--- config.mk ---
export PLATFORM = sky130hd
export DESIGN_NAME = tlbm_regs
export DESIGN_NICKNAME = d
export VERILOG_FILES = /design/src/rtl/tlbm_pkg.sv /design/src/rtl/tlbm_entry_build.sv /design/src/rtl/tlbm_pid_walker.sv /design/src/rtl/tlbm_regs.sv
export SDC_FILE = /design/constraint.sdc
export NUM_CORES = 1
export LEC_CHECK = 0
export BUFFER_PORTS_ARGS = -buffer_cell sky130_fd_sc_hd__buf_2
export CORE_MARGIN = 2
export CORE_UTILIZATION = 59
export DETAILED_ROUTE_END_ITERATION = 12
export PLACE_DENSITY = 0.86
export SYNTH_ARGS = -nofsm -noshare
export SYNTH_HDL_FRONTEND = slang
export SYNTH_HIERARCHICAL = 1
export SYNTH_SLANG_ARGS = --single-unit
export TNS_END_PERCENT = 5
--- constraint.sdc ---
create_clock -name clk -period 3.9 [get_ports clk]
set_clock_uncertainty 0.1 [all_clocks]
set_input_delay 0.195 -clock clk [delete_from_list [all_inputs] [get_ports clk]]
set_output_delay 0.195 -clock clk [all_outputs]
set_load 0.1 [all_outputs]
--- src/rtl/tlbm_pkg.sv ---
package tlbm_pkg;

    localparam int REG_W       = 32;
    localparam int VPN_W       = 20;
    localparam int PFN_W       = 20;
    localparam int PAGE_SHIFT  = 12;

    localparam logic [1:0] SEL_PTR  = 2'd0;
    localparam logic [1:0] SEL_CTL  = 2'd1;
    localparam logic [1:0] SEL_ENT  = 2'd2;

    localparam int PTR_VPN_LSB  = 2;
    localparam int CTL_PID_LSB  = 4;
    localparam int CTL_WE_BIT   = 18;
    localparam int CTL_RD_BIT   = 19;
    localparam int CTL_WAY_LSB  = 20;
    localparam int CTL_WAY_W    = 4;
    localparam int ENT_G_BIT    = 24;

    localparam logic [VPN_W-1:0] VPN_VALID_LIMIT = 20'hC0000;

    typedef struct packed {
        logic             c;
        logic             r;
        logic             w;
        logic             x;
        logic [PFN_W-1:0] pfn;
    } tlbm_data_t;

    localparam int DATA_W = $bits(tlbm_data_t);

endpackage

--- src/rtl/tlbm_entry_build.sv ---
module tlbm_entry_build
    import tlbm_pkg::*;
#(
    parameter int PID_W = 8,
    localparam int TAG_W = VPN_W + 2 + PID_W
) (
    input  logic [VPN_W-1:0]  vpn,
    input  logic [PID_W-1:0]  pid,
    input  logic [ENT_G_BIT:0] ent_word,
    input  logic [TAG_W-1:0]  old_tag,
    input  logic [DATA_W-1:0] old_data,
    output logic [TAG_W-1:0]  new_tag,
    output logic [DATA_W-1:0] new_data,
    output logic              replace_inv,
    output logic [REG_W-1:0]  old_page
);

    logic valid_new;
    logic old_valid;

    always_comb begin
        valid_new   = (vpn < VPN_VALID_LIMIT);
        new_tag     = {vpn, ent_word[ENT_G_BIT], valid_new, pid};
        new_data    = ent_word[DATA_W-1:0];
        old_valid   = old_tag[PID_W];
        replace_inv = old_valid && ((old_tag != new_tag) || (old_data != new_data));
        old_page    = {old_tag[TAG_W-1 -: VPN_W], {PAGE_SHIFT{1'b0}}};
    end

endmodule

--- src/rtl/tlbm_pid_walker.sv ---
module tlbm_pid_walker
    import tlbm_pkg::*;
#(
    parameter int PID_W   = 8,
    parameter int ENTRIES = 64,
    localparam int IDX_W  = $clog2(ENTRIES),
    localparam int TAG_W  = VPN_W + 2 + PID_W
) (
    input  logic             clk,
    input  logic             rst_n,
    input  logic             start,
    input  logic [PID_W-1:0] old_pid,
    input  logic [TAG_W-1:0] rtag,
    output logic             busy,
    output logic [IDX_W-1:0] walk_idx,
    output logic             hit
);

    localparam logic [IDX_W-1:0] LAST_IDX = IDX_W'(ENTRIES - 1);

    typedef struct packed {
        logic             busy;
        logic [IDX_W-1:0] idx;
        logic [PID_W-1:0] pid;
    } walk_t;

    walk_t walk_d, walk_q;

    always_comb begin
        walk_d = walk_q;
        if (walk_q.busy) begin
            if (walk_q.idx == LAST_IDX) begin
                walk_d.busy = 1'b0;
            end else begin
                walk_d.idx = walk_q.idx + 1'b1;
            end
        end else if (start) begin
            walk_d.busy = 1'b1;
            walk_d.idx  = '0;
            walk_d.pid  = old_pid;
        end
    end

    always_ff @(posedge clk or negedge rst_n) begin
        if (!rst_n) begin
            walk_q <= '0;
        end else begin
            walk_q <= walk_d;
        end
    end

    assign busy     = walk_q.busy;
    assign walk_idx = walk_q.idx;
    assign hit      = walk_q.busy && rtag[PID_W] && !rtag[PID_W+1]
                      && (rtag[PID_W-1:0] == walk_q.pid);

endmodule

--- src/rtl/tlbm_regs.sv ---
module tlbm_regs
    import tlbm_pkg::*;
#(
    parameter int WAYS  = 4,
    parameter int SETS  = 16,
    parameter int PID_W = 8,
    localparam int ENTRIES = WAYS * SETS,
    localparam int WAY_W   = $clog2(WAYS),
    localparam int SET_W   = $clog2(SETS),
    localparam int IDX_W   = WAY_W + SET_W,
    localparam int TAG_W   = VPN_W + 2 + PID_W
) (
    input  logic              clk,
    input  logic              rst_n,
    input  logic              reg_wr,
    input  logic [1:0]        reg_sel,
    input  logic [REG_W-1:0]  reg_wdata,
    output logic [REG_W-1:0]  reg_rdata,
    output logic              reg_ready,
    output logic              busy,
    output logic [IDX_W-1:0]  tlb_idx,
    input  logic [TAG_W-1:0]  tlb_rtag,
    input  logic [DATA_W-1:0] tlb_rdata,
    output logic              tlb_we,
    output logic [TAG_W-1:0]  tlb_wtag,
    output logic [DATA_W-1:0] tlb_wdata,
    output logic              inv_valid,
    output logic [REG_W-1:0]  inv_addr
);

    typedef struct packed {
        logic [REG_W-1:0] ptr;
        logic [REG_W-1:0] ctl;
        logic [REG_W-1:0] ent;
        logic [VPN_W-1:0] vpn_wr;
        logic [PID_W-1:0] pid_wr;
        logic             inv_v;
        logic [REG_W-1:0] inv_a;
    } regs_t;

    regs_t regs_d, regs_q;

    logic             walk_busy;
    logic [IDX_W-1:0] walk_idx;
    logic             walk_hit;
    logic             walk_start;
    logic [TAG_W-1:0] new_tag;
    logic [DATA_W-1:0] new_data;
    logic             replace_inv;
    logic [REG_W-1:0] old_page;
    logic             wr_ok;
    logic [WAY_W-1:0] cur_way;
    logic [WAY_W-1:0] next_way;
    logic [PID_W-1:0] wr_pid_field;

    assign wr_ok        = reg_wr && !walk_busy;
    assign cur_way      = regs_q.ctl[CTL_WAY_LSB +: WAY_W];
    assign next_way     = cur_way + 1'b1;
    assign wr_pid_field = reg_wdata[CTL_PID_LSB +: PID_W];

    tlbm_entry_build #(
        .PID_W (PID_W)
    ) u_build (
        .vpn         (regs_q.vpn_wr),
        .pid         (regs_q.pid_wr),
        .ent_word    (reg_wdata[ENT_G_BIT:0]),
        .old_tag     (tlb_rtag),
        .old_data    (tlb_rdata),
        .new_tag     (new_tag),
        .new_data    (new_data),
        .replace_inv (replace_inv),
        .old_page    (old_page)
    );

    tlbm_pid_walker #(
        .PID_W   (PID_W),
        .ENTRIES (ENTRIES)
    ) u_walk (
        .clk      (clk),
        .rst_n    (rst_n),
        .start    (walk_start),
        .old_pid  (regs_q.pid_wr),
        .rtag     (tlb_rtag),
        .busy     (walk_busy),
        .walk_idx (walk_idx),
        .hit      (walk_hit)
    );

    always_comb begin
        regs_d       = regs_q;
        regs_d.inv_v = 1'b0;
        walk_start   = 1'b0;
        tlb_we       = 1'b0;
        tlb_wtag     = new_tag;
        tlb_wdata    = new_data;
        tlb_idx      = {cur_way, regs_q.vpn_wr[SET_W-1:0]};

        if (walk_busy) begin
            tlb_idx = walk_idx;
        end else if (reg_wr && (reg_sel == SEL_CTL) && reg_wdata[CTL_RD_BIT]) begin
            tlb_idx = {reg_wdata[CTL_WAY_LSB +: WAY_W], regs_q.vpn_wr[SET_W-1:0]};
        end

        if (walk_hit) begin
            regs_d.inv_v = 1'b1;
            regs_d.inv_a = {tlb_rtag[TAG_W-1 -: VPN_W], {PAGE_SHIFT{1'b0}}};
        end

        if (wr_ok) begin
            case (reg_sel)
                SEL_PTR: begin
                    regs_d.ptr = reg_wdata;
                    regs_d.ptr[PTR_VPN_LSB +: VPN_W] = regs_q.ptr[PTR_VPN_LSB +: VPN_W];
                    regs_d.vpn_wr = reg_wdata[PTR_VPN_LSB +: VPN_W];
                end
                SEL_CTL: begin
                    regs_d.pid_wr = wr_pid_field;
                    walk_start    = (wr_pid_field != regs_q.pid_wr);
                    regs_d.ctl    = reg_wdata;
                    if (reg_wdata[CTL_RD_BIT]) begin
                        regs_d.ctl[CTL_PID_LSB +: PID_W] = tlb_rtag[PID_W-1:0];
                        regs_d.ent[ENT_G_BIT:0] = {tlb_rtag[PID_W+1], tlb_rdata};
                        regs_d.ptr[PTR_VPN_LSB +: VPN_W] = tlb_rtag[TAG_W-1 -: VPN_W];
                    end
                end
                SEL_ENT: begin
                    if (regs_q.ctl[CTL_WE_BIT]) begin
                        tlb_we = 1'b1;
                        regs_d.ctl[CTL_WAY_LSB +: CTL_WAY_W] = CTL_WAY_W'(next_way);
                        if (replace_inv) begin
                            regs_d.inv_v = 1'b1;
                            regs_d.inv_a = old_page;
                        end
                    end
                end
                default: begin
                end
            endcase
        end
    end

    always_ff @(posedge clk or negedge rst_n) begin
        if (!rst_n) begin
            regs_q <= '0;
        end else begin
            regs_q <= regs_d;
        end
    end

    always_comb begin
        case (reg_sel)
            SEL_PTR: reg_rdata = regs_q.ptr;
            SEL_CTL: reg_rdata = regs_q.ctl;
            SEL_ENT: reg_rdata = regs_q.ent;
            default: reg_rdata = '0;
        endcase
    end

    assign reg_ready = !walk_busy;
    assign busy      = walk_busy;
    assign inv_valid = regs_q.inv_v;
    assign inv_addr  = regs_q.inv_a;

endmodule


# ---- After elaboration in Yosys (flattened, before gate mapping)
# Cells that the tools add are included.
dict set report op_classes {
  bitwise 1
  reduce_logical 19
  add_sub_neg 2
  n_eq_ne 9
  n_lt_le_gt_ge 1
  muxes 20
}
# operator n
set op_table {}
lappend op_table {{$mux 33} 5}
lappend op_table {{$pmux 32 s3} 1}
lappend op_table {{$ne 30x30->1} 1}
lappend op_table {{$ne 24x24->1} 1}
lappend op_table {{$lt 20x20->1 const B} 1}
lappend op_table {{$mux 6} 3}
lappend op_table {{$mux 15} 1}
lappend op_table {{$eq 8x8->1} 1}
lappend op_table {{$mux 8} 1}
lappend op_table {{$ne 8x8->1} 1}
lappend op_table {{$pmux 4 s2} 1}
lappend op_table {{$reduce_and 2->1} 4}
lappend op_table {{$logic_and 1x1->1} 7}
lappend op_table {{$mux 7} 1}
lappend op_table {{$add 6x1->6 const B} 1}
lappend op_table {{$eq 6x6->1 const B} 1}
lappend op_table {{$mux 1} 6}
lappend op_table {{$reduce_and 3->1} 2}
lappend op_table {{$mux 4} 1}
lappend op_table {{$ne 2x2->1 const B} 2}
lappend op_table {{$reduce_bool 2->1} 2}
lappend op_table {{$add 2x1->2 const B} 1}
lappend op_table {{$eq 2x1->1 const B} 1}
lappend op_table {{$eq 2x2->1 const B} 1}
lappend op_table {{4 further kinds} 5}
dict set report totals {
  output_inout_bits 128
  elab_cells 64
  ff_bits 165
  input_bits 91
}

# ---- Depth between registers and ports, before layout
# Gate-level depths: netlist of the first run.
dict set report logic_depth {
  word_depth 8
  depth_mapped 8
  depth_no_buf 7
}

# ---- Hierarchy
# The synthesis of the first run kept the hierarchy.
# module seq_area_each_um2 cells_per_inst n_inst area_per_inst_um2
set modules_own_cells {}
lappend modules_own_cells {tlbm_regs 3753.6 541 1 7233.2}
lappend modules_own_cells {tlbm_entry_build 0.0 163 1 1276.2}
lappend modules_own_cells {tlbm_pid_walker 375.4 74 1 825.8}

# ---- Worst setup path before layout of the first run
# Ideal clock, no wire load.
dict set report synth_path {
  path_kind {register to output}
  startpoint {register u_walk.walk_q, in the netlist u_walk/busy}
  endpoint {output port tlb_idx[4]}
  n_path_buf 1
  stages_incl_launch_ff 3
  t_required_ns 3.605
  setup_slack_ns 0.363
  arrival_ns 3.242
  cell_sequence {dfrtp_1 -> buf_6 -> o21ai_0}
}
dict set report synth_between {
  elab_chain_cells 1
}
# item line_no
set synth_lines {}
lappend synth_lines {{start, declared} tlbm_pid_walker.sv:27} ;# walk_t walk_d, walk_q;
lappend synth_lines {{start signal, assigned} tlbm_pid_walker.sv:48} ;# walk_q <= walk_d;
lappend synth_lines {{$mux 6} tlbm_regs.sv:98} ;# if (walk_busy) begin
lappend synth_lines {{end, declared} tlbm_regs.sv:21} ;# output logic [IDX_W-1:0] tlb_idx,
# Every way passes these cells.

==> qor.txt, run 1 <==
Clock Latency Late Sink - 430 ps
Netlist Area Pre-Place - 9340 µm²
CP Class - input pin to register
Reg-to-Reg End - inv_addr[12]
TNS Setup - 0 ps
WP data required - 4110 ps
Ys Warns - 6
clk sinks - 165
unrepaired setup endpoints after global routing - false
CTS tree - yes
Port Buffers - 218
Multi-input gate area - 4090 µm²
vias in the first global route - 6602
drt total wl - 23.5 mm
first-pass GRT wire length - 35.9 mm
main flop type after synthesis - dfrtp_1
# DRC - 0
DIE WIDTH - 130 µm
WL met3 - 1.54 mm
Antenna Nets Post-Route - 0
Post-synth top cells - dfrtp_1 (165), mux2_2 (130), buf_4 (125), mux2i_1 (44), xor2_1 (40)
Crit Path Max Fanout - 33
Post-Synthesis Cells - 778
share of post-route cells with drive strength above 1 - 0.449
Layout fillers - 1075
slew margin rel. - 0.367
CP endpoint kind - register
Reg2Reg Setup Slack - 1240 ps
fin. max-slew vios - 0
DR vias/cell - 5.48
Avg Cell Area, Syn - 12.0 µm²
fraction of registers with async set/reset - 1.00
Yosys cell types - 50
routability cong. - 0.849
maxcap violations - 0
initial antenna violation count - 0
Synth area leaders - dfrtp_1 (44%), mux2_2 (16%), buf_4 (10%), mux2i_1 (4.7%), mux2_4 (4.7%)
register area share after synthesis - 0.442
Die Y - 130 µm
met1 WL - 9.61 mm
clk buf depth - 2
Initial Utilization - 0.610
Seq. cell area - 4130 µm²
total track usage - 0.285
WL per Instance - 20.1 µm
Yosys reg bits - 165
outcome - complete, no violations
clk slew on worst S/H paths - 60 ps
DR top layer - met4
Nets - 1035
fin crit period - 2690 ps
hpwl dp - 15.8 mm
total number of vias - 6396
grt total ovfl - 0
Layout area overhead - 17.2%
Max Clock Freq - 0.372 GHz
count leader, synth - dfrtp_1
Worst Tran Pin Value - 949 ps
largest net degree at the start of global routing - 102
WL met2 - 11.6 mm
Die Footprint - 16800 µm²
crit path launch type - input pin
Post-CTS Resized - 0
CP endpoint - inv_addr[12]
Tcrit/Tclk final - 0.690
CTS buffer count - 17
IO Count - 219
CORE AREA - 15300 µm²
DRT Pass-1 Iters - 4
Yosys top cell by area - dfrtp_1
Worst Hold Class - input pin to register
Critical Path AT - 2900 ps
Crit Reg-Reg Startpoint - regs_q[34]
top cell type's share of synthesized area - 0.442
Iteration-0 DRC Markers - 365
Root Buffer Master - clkbuf_16
Clock H-tree levels - 4
# setup viols final - 0
R2R depth - 7
Critical path origin - reg_wdata[3]
final hold viol count - 0
row count - 45
number of synthesized flops with an enable pin - 0
[worst min path at each step]
stage / from / endpoint / slack, ps / cells after the start
after floorplan: rst_n / cur_way[0] / -200 / 0
after global placement: rst_n / regs_q[121] / 270 / 1
after detailed placement: rst_n / regs_q[155] / 270 / 1
after CTS: reg_wdata[7] / regs_q[46] / 0.4 / 2
after global routing: tlb_rtag[13] / inv_addr[15] / 8 / 2
final: reg_wdata[8] / regs_q[47] / 10 / 2
[flip-flops by register name (all words and copies together) (netlist names)]
name and count:
regs_q 115, inv_addr 32, u_walk/walk_q 8, u_walk/walk_idx 6
cur_way 2, inv_valid 1, u_walk/busy 1
[logic make-up after synthesis]
kind of cell / after synthesis / synth area share
muxes: 212 / 0.261
adders and majority gates: 1 / 0.00134
AOI/OAI and AO/OA: 60 / 0.0374
other: 1 / 0.000402
DFF: 165 / 0.442
xor gates and xnor gates: 68 / 0.0638
buffers and inverters: 163 / 0.124
and+or+nand+nor: 108 / 0.0689
[cell type report]
cell class                      count  area share
Antenna cell                        1    0.000229
Clock buffer                       23      0.0419
Clock inverter                      9      0.0138
Inverter                            5     0.00172
Multi-Input combinational cell    461       0.374
Sequential cell                   165       0.377
Tap cell                          211      0.0241
Timing Repair Buffer              293       0.167
[cells in the final DEF, fill, tap and decap left out, types with 2 or more instances in the layout]
cell type	instances
buf_2	217
buf_4	10
mux2_2	130
mux2_1	9
nand4b_1	2
nand4_1	8
clkbuf_16	17
dfrtp_1	165
xnor2_1	28
clkinv_2	3
a31oi_1	3
clkbuf_1	5
xor2_1	40
dlygate4sd3_1	65
conb_1	12
nor2b_1	14
nor4_2	4
mux2i_1	44
a21oi_1	13
and2_1	2
nor3_1	2
mux2_4	29
o211ai_1	2
a311oi_1	5
nand2_1	32
o21ai_0	31
nor4_1	8
bufinv_16	4
inv_1	5
nor2_1	18
[metal layers]
| layer | track usage | vias up |
|---|---|---|
| met5 | 0 | - |
| met4 | 0.136 | 0 |
| met3 | 0.0595 | 50 |
| met2 | 0.473 | 259 |
| met1 | 0.357 | 3201 |
| li1 | - | 2886 |
[stage by stage]
step                 util  hold slack, ps  setup WS, ps  instances  area (µm²)
finish              0.714            13.4          1210       1168       10900
global route        0.714            7.57          1120       1167       10900
CTS                 0.714           0.427          1210       1167       10900
detailed placement  0.632             267          1240       1070        9680
global placement    0.632             266          1220       1070        9680
floorplan               -            -201           363        789        9380
[timing repair]
item / CTS / global route
hold buffers: 65 / 0
hold endpoints to repair: 196 / 0
setup buffers: 0 / 0
[critical path, stage by stage]
cell,delay [ps]
dlygate4sd3_1,530
buf_2,150
xor2_1,180
nor4_2,320
nand4_1,120
nor4_1,400
a21boi_1,170
nand3_4,460
mux2_4,350
Power of run 1 is left out: the tool's default activity adds up to more than one toggle a clock period on the data nets, which glitch-free logic cannot reach.
==> run 2, diff against run 1 <==
- CORE_UTILIZATION: 59 -> 49
- PLACE_DENSITY: 0.86 -> 0.77
- clock period: 3.9 -> 2.3 ns (I/O delays scaled with it)
==> run 2 against run 1 <==
Against the previous run: cell count rose by 6.1%; flip-flop and latch count did not move; count of clock-buffer cells in the layout fell by 2; sequential share of layout area fell by 3.1 points; wire length rose by 8.0%; cell area rose by 9.0%; via count rose by 3.0%; critical path type is now register to register.
==> qor.txt, run 2 (synthesized netlist as in run 1, its figures left out) <==
most common cell after layout, fill and taps aside - buf_2
Port Buffers - 218 (unchanged)
Max Clock Freq - 0.449 GHz
CTS tree - yes
max reg flops - 115 (unchanged)
Buf+Inv Stages, Crit Path - 1 (-1)
Layout area overhead - 27.7%
drt total wl - 25.4 mm (+8.0%)
total number of vias - 6587 (+3.0%)
Iteration-0 DRC Markers - 420 (+15%)
fin crit period - 2230 ps
row count - 50 (+11%)
DRT Pass-1 Iters - 5 (+1)
post-route core utilization - 0.637 (-0.0771)
cell family with most CP delay - simple AND/OR/NAND/NOR gates
largest net degree at the start of global routing - 58 (-43%)
share of post-route cells with drive strength above 1 - 0.466 (+0.0169)
DIE WIDTH - 142 µm (+9.4%)
Initial Utilization - 0.499 (-0.110)
crit path launch type - register
slew margin rel. - 0.603 (+0.235)
initial antenna violation count - 2 (+2)
WP data required - 2500 ps (-1610 ps)
Clock H-tree levels - 4 (unchanged)
Antenna Nets Post-Route - 0 (unchanged)
vias in the first global route - 6967 (+5.5%)
Worst Hold Class - input pin to register
CP Class - register to register
Tcrit/Tclk final - 0.969
worst slack, placed - -0.412 ps (-1240 ps)
fin. max-slew vios - 0 (unchanged)
grt total ovfl - 0 (unchanged)
Critical Path AT - 2430 ps (-470 ps)
# DRC - 0 (unchanged)
CTS buffer count - 17 (unchanged)
commonest non-fill, non-tap cells in the layout - buf_2 (190), dfrtp_1 (164), mux2_2 (130), dlygate4sd3_1 (84), mux2i_1 (44)
clk buf depth - 2 (unchanged)
total track usage - 0.258 (-0.0268)
outcome - complete, no violations
Root Buffer Master - clkbuf_16
final hold viol count - 0 (unchanged)
clk sinks - 165 (unchanged)
Die Footprint - 20200 µm² (+20%)
IO Count - 219 (unchanged)
maxcap violations - 0 (unchanged)
DR vias/cell - 5.32 (-2.9%)
routability cong. - 0.874 (+3.0%)
CP endpoint kind - register
first-pass GRT wire length - 39.2 mm (+9.2%)
Die Y - 142 µm (+9.4%)
Nets - 1082 (+4.5%)
worst stage delay on the critical path - 390 ps (-140 ps)
Top reg by flops - regs_q
final worst slack - 72.1 ps (-1140 ps)
unrepaired setup endpoints after global routing - false
hpwl dp - 17.6 mm (+12%)
Crit Path Max Fanout - 13 (-61%)
crit-path cells - xor2_1, nor4_2, nand4_1, nor4_1, a21boi_1, nand3_4, buf_12, mux2_4
# setup viols final - 0 (unchanged)
CORE AREA - 18700 µm² (+22%)
Worst Tran Pin Value - 596 ps (-353 ps)
WL per Instance - 20.5 µm (+1.8%)
Clock Latency Late Sink - 430 ps (about the same)
clk slew on worst S/H paths - 60 ps (about the same)
slowest CP cell - dfrtp_1
==> run 2: worst paths after layout <==
check	start	endpoint	slack [ps]	depth (start not counted)
hold / removal	reg_wdata[10]	regs_q[49]	30	3
min in group asynchronous	rst_n	inv_addr[24]	140	2
hold reg to reg	regs_q[154]	regs_q[154]	390	1
setup reg to reg	regs_q[49]	inv_addr[29]	70	8
max in group asynchronous	rst_n	regs_q[154]	1310	3
setup / recovery	regs_q[49]	inv_addr[29]	70	8
==> run 2: routing by layer <==
layer,global-route usage,vias to the layer above,share of wire
li1,-,2990,-
met5,0,-,0
met1,0.332,3297,0.42
met3,0.0548,46,0.061
met2,0.429,254,0.49
met4,0.0958,0,0.029
==> run 2: area by class of cell <==
type,count,area [µm²]
Antenna cell,2,5.00
Clock buffer,21,470
Clock inverter,11,150
Inverter,5,18.8
Fill cell,1371,6780
Tap cell,234,293
Multi-Input combinational cell,461,4120
Sequential cell,165,4130
Timing Repair Buffer,340,2730
==> run 2: repair_timing <==
item,in CTS,in global routing
endpoints found under the setup margin,17,29
hold buffers,84,0
cloned,0,0
gates resized for setup,2,5
setup buffers,0,0
hold endpoints to repair,187,0
pin swaps,0,1
==> run 2: through the flow <==
stage | TNS [ps] | hold slack (ps) | area, µm² | instances
finish | 0 | 28.3 | 11900 | 1239
CTS | 0 | 3.99 | 11900 | 1237
detailed placement | -0.412 | 37.2 | 10400 | 1121
global placement | 0 | 33.2 | 10400 | 1121
floorplan | -17380 | -281 | 9390 | 789
global route | 0 | 24.8 | 11900 | 1237
==> run 2: worst min-delay path: stages <==
cell    delay (ps)
buf_2          110
buf_4          160
mux2_1         130
Power of run 2 is left out for the same reason.
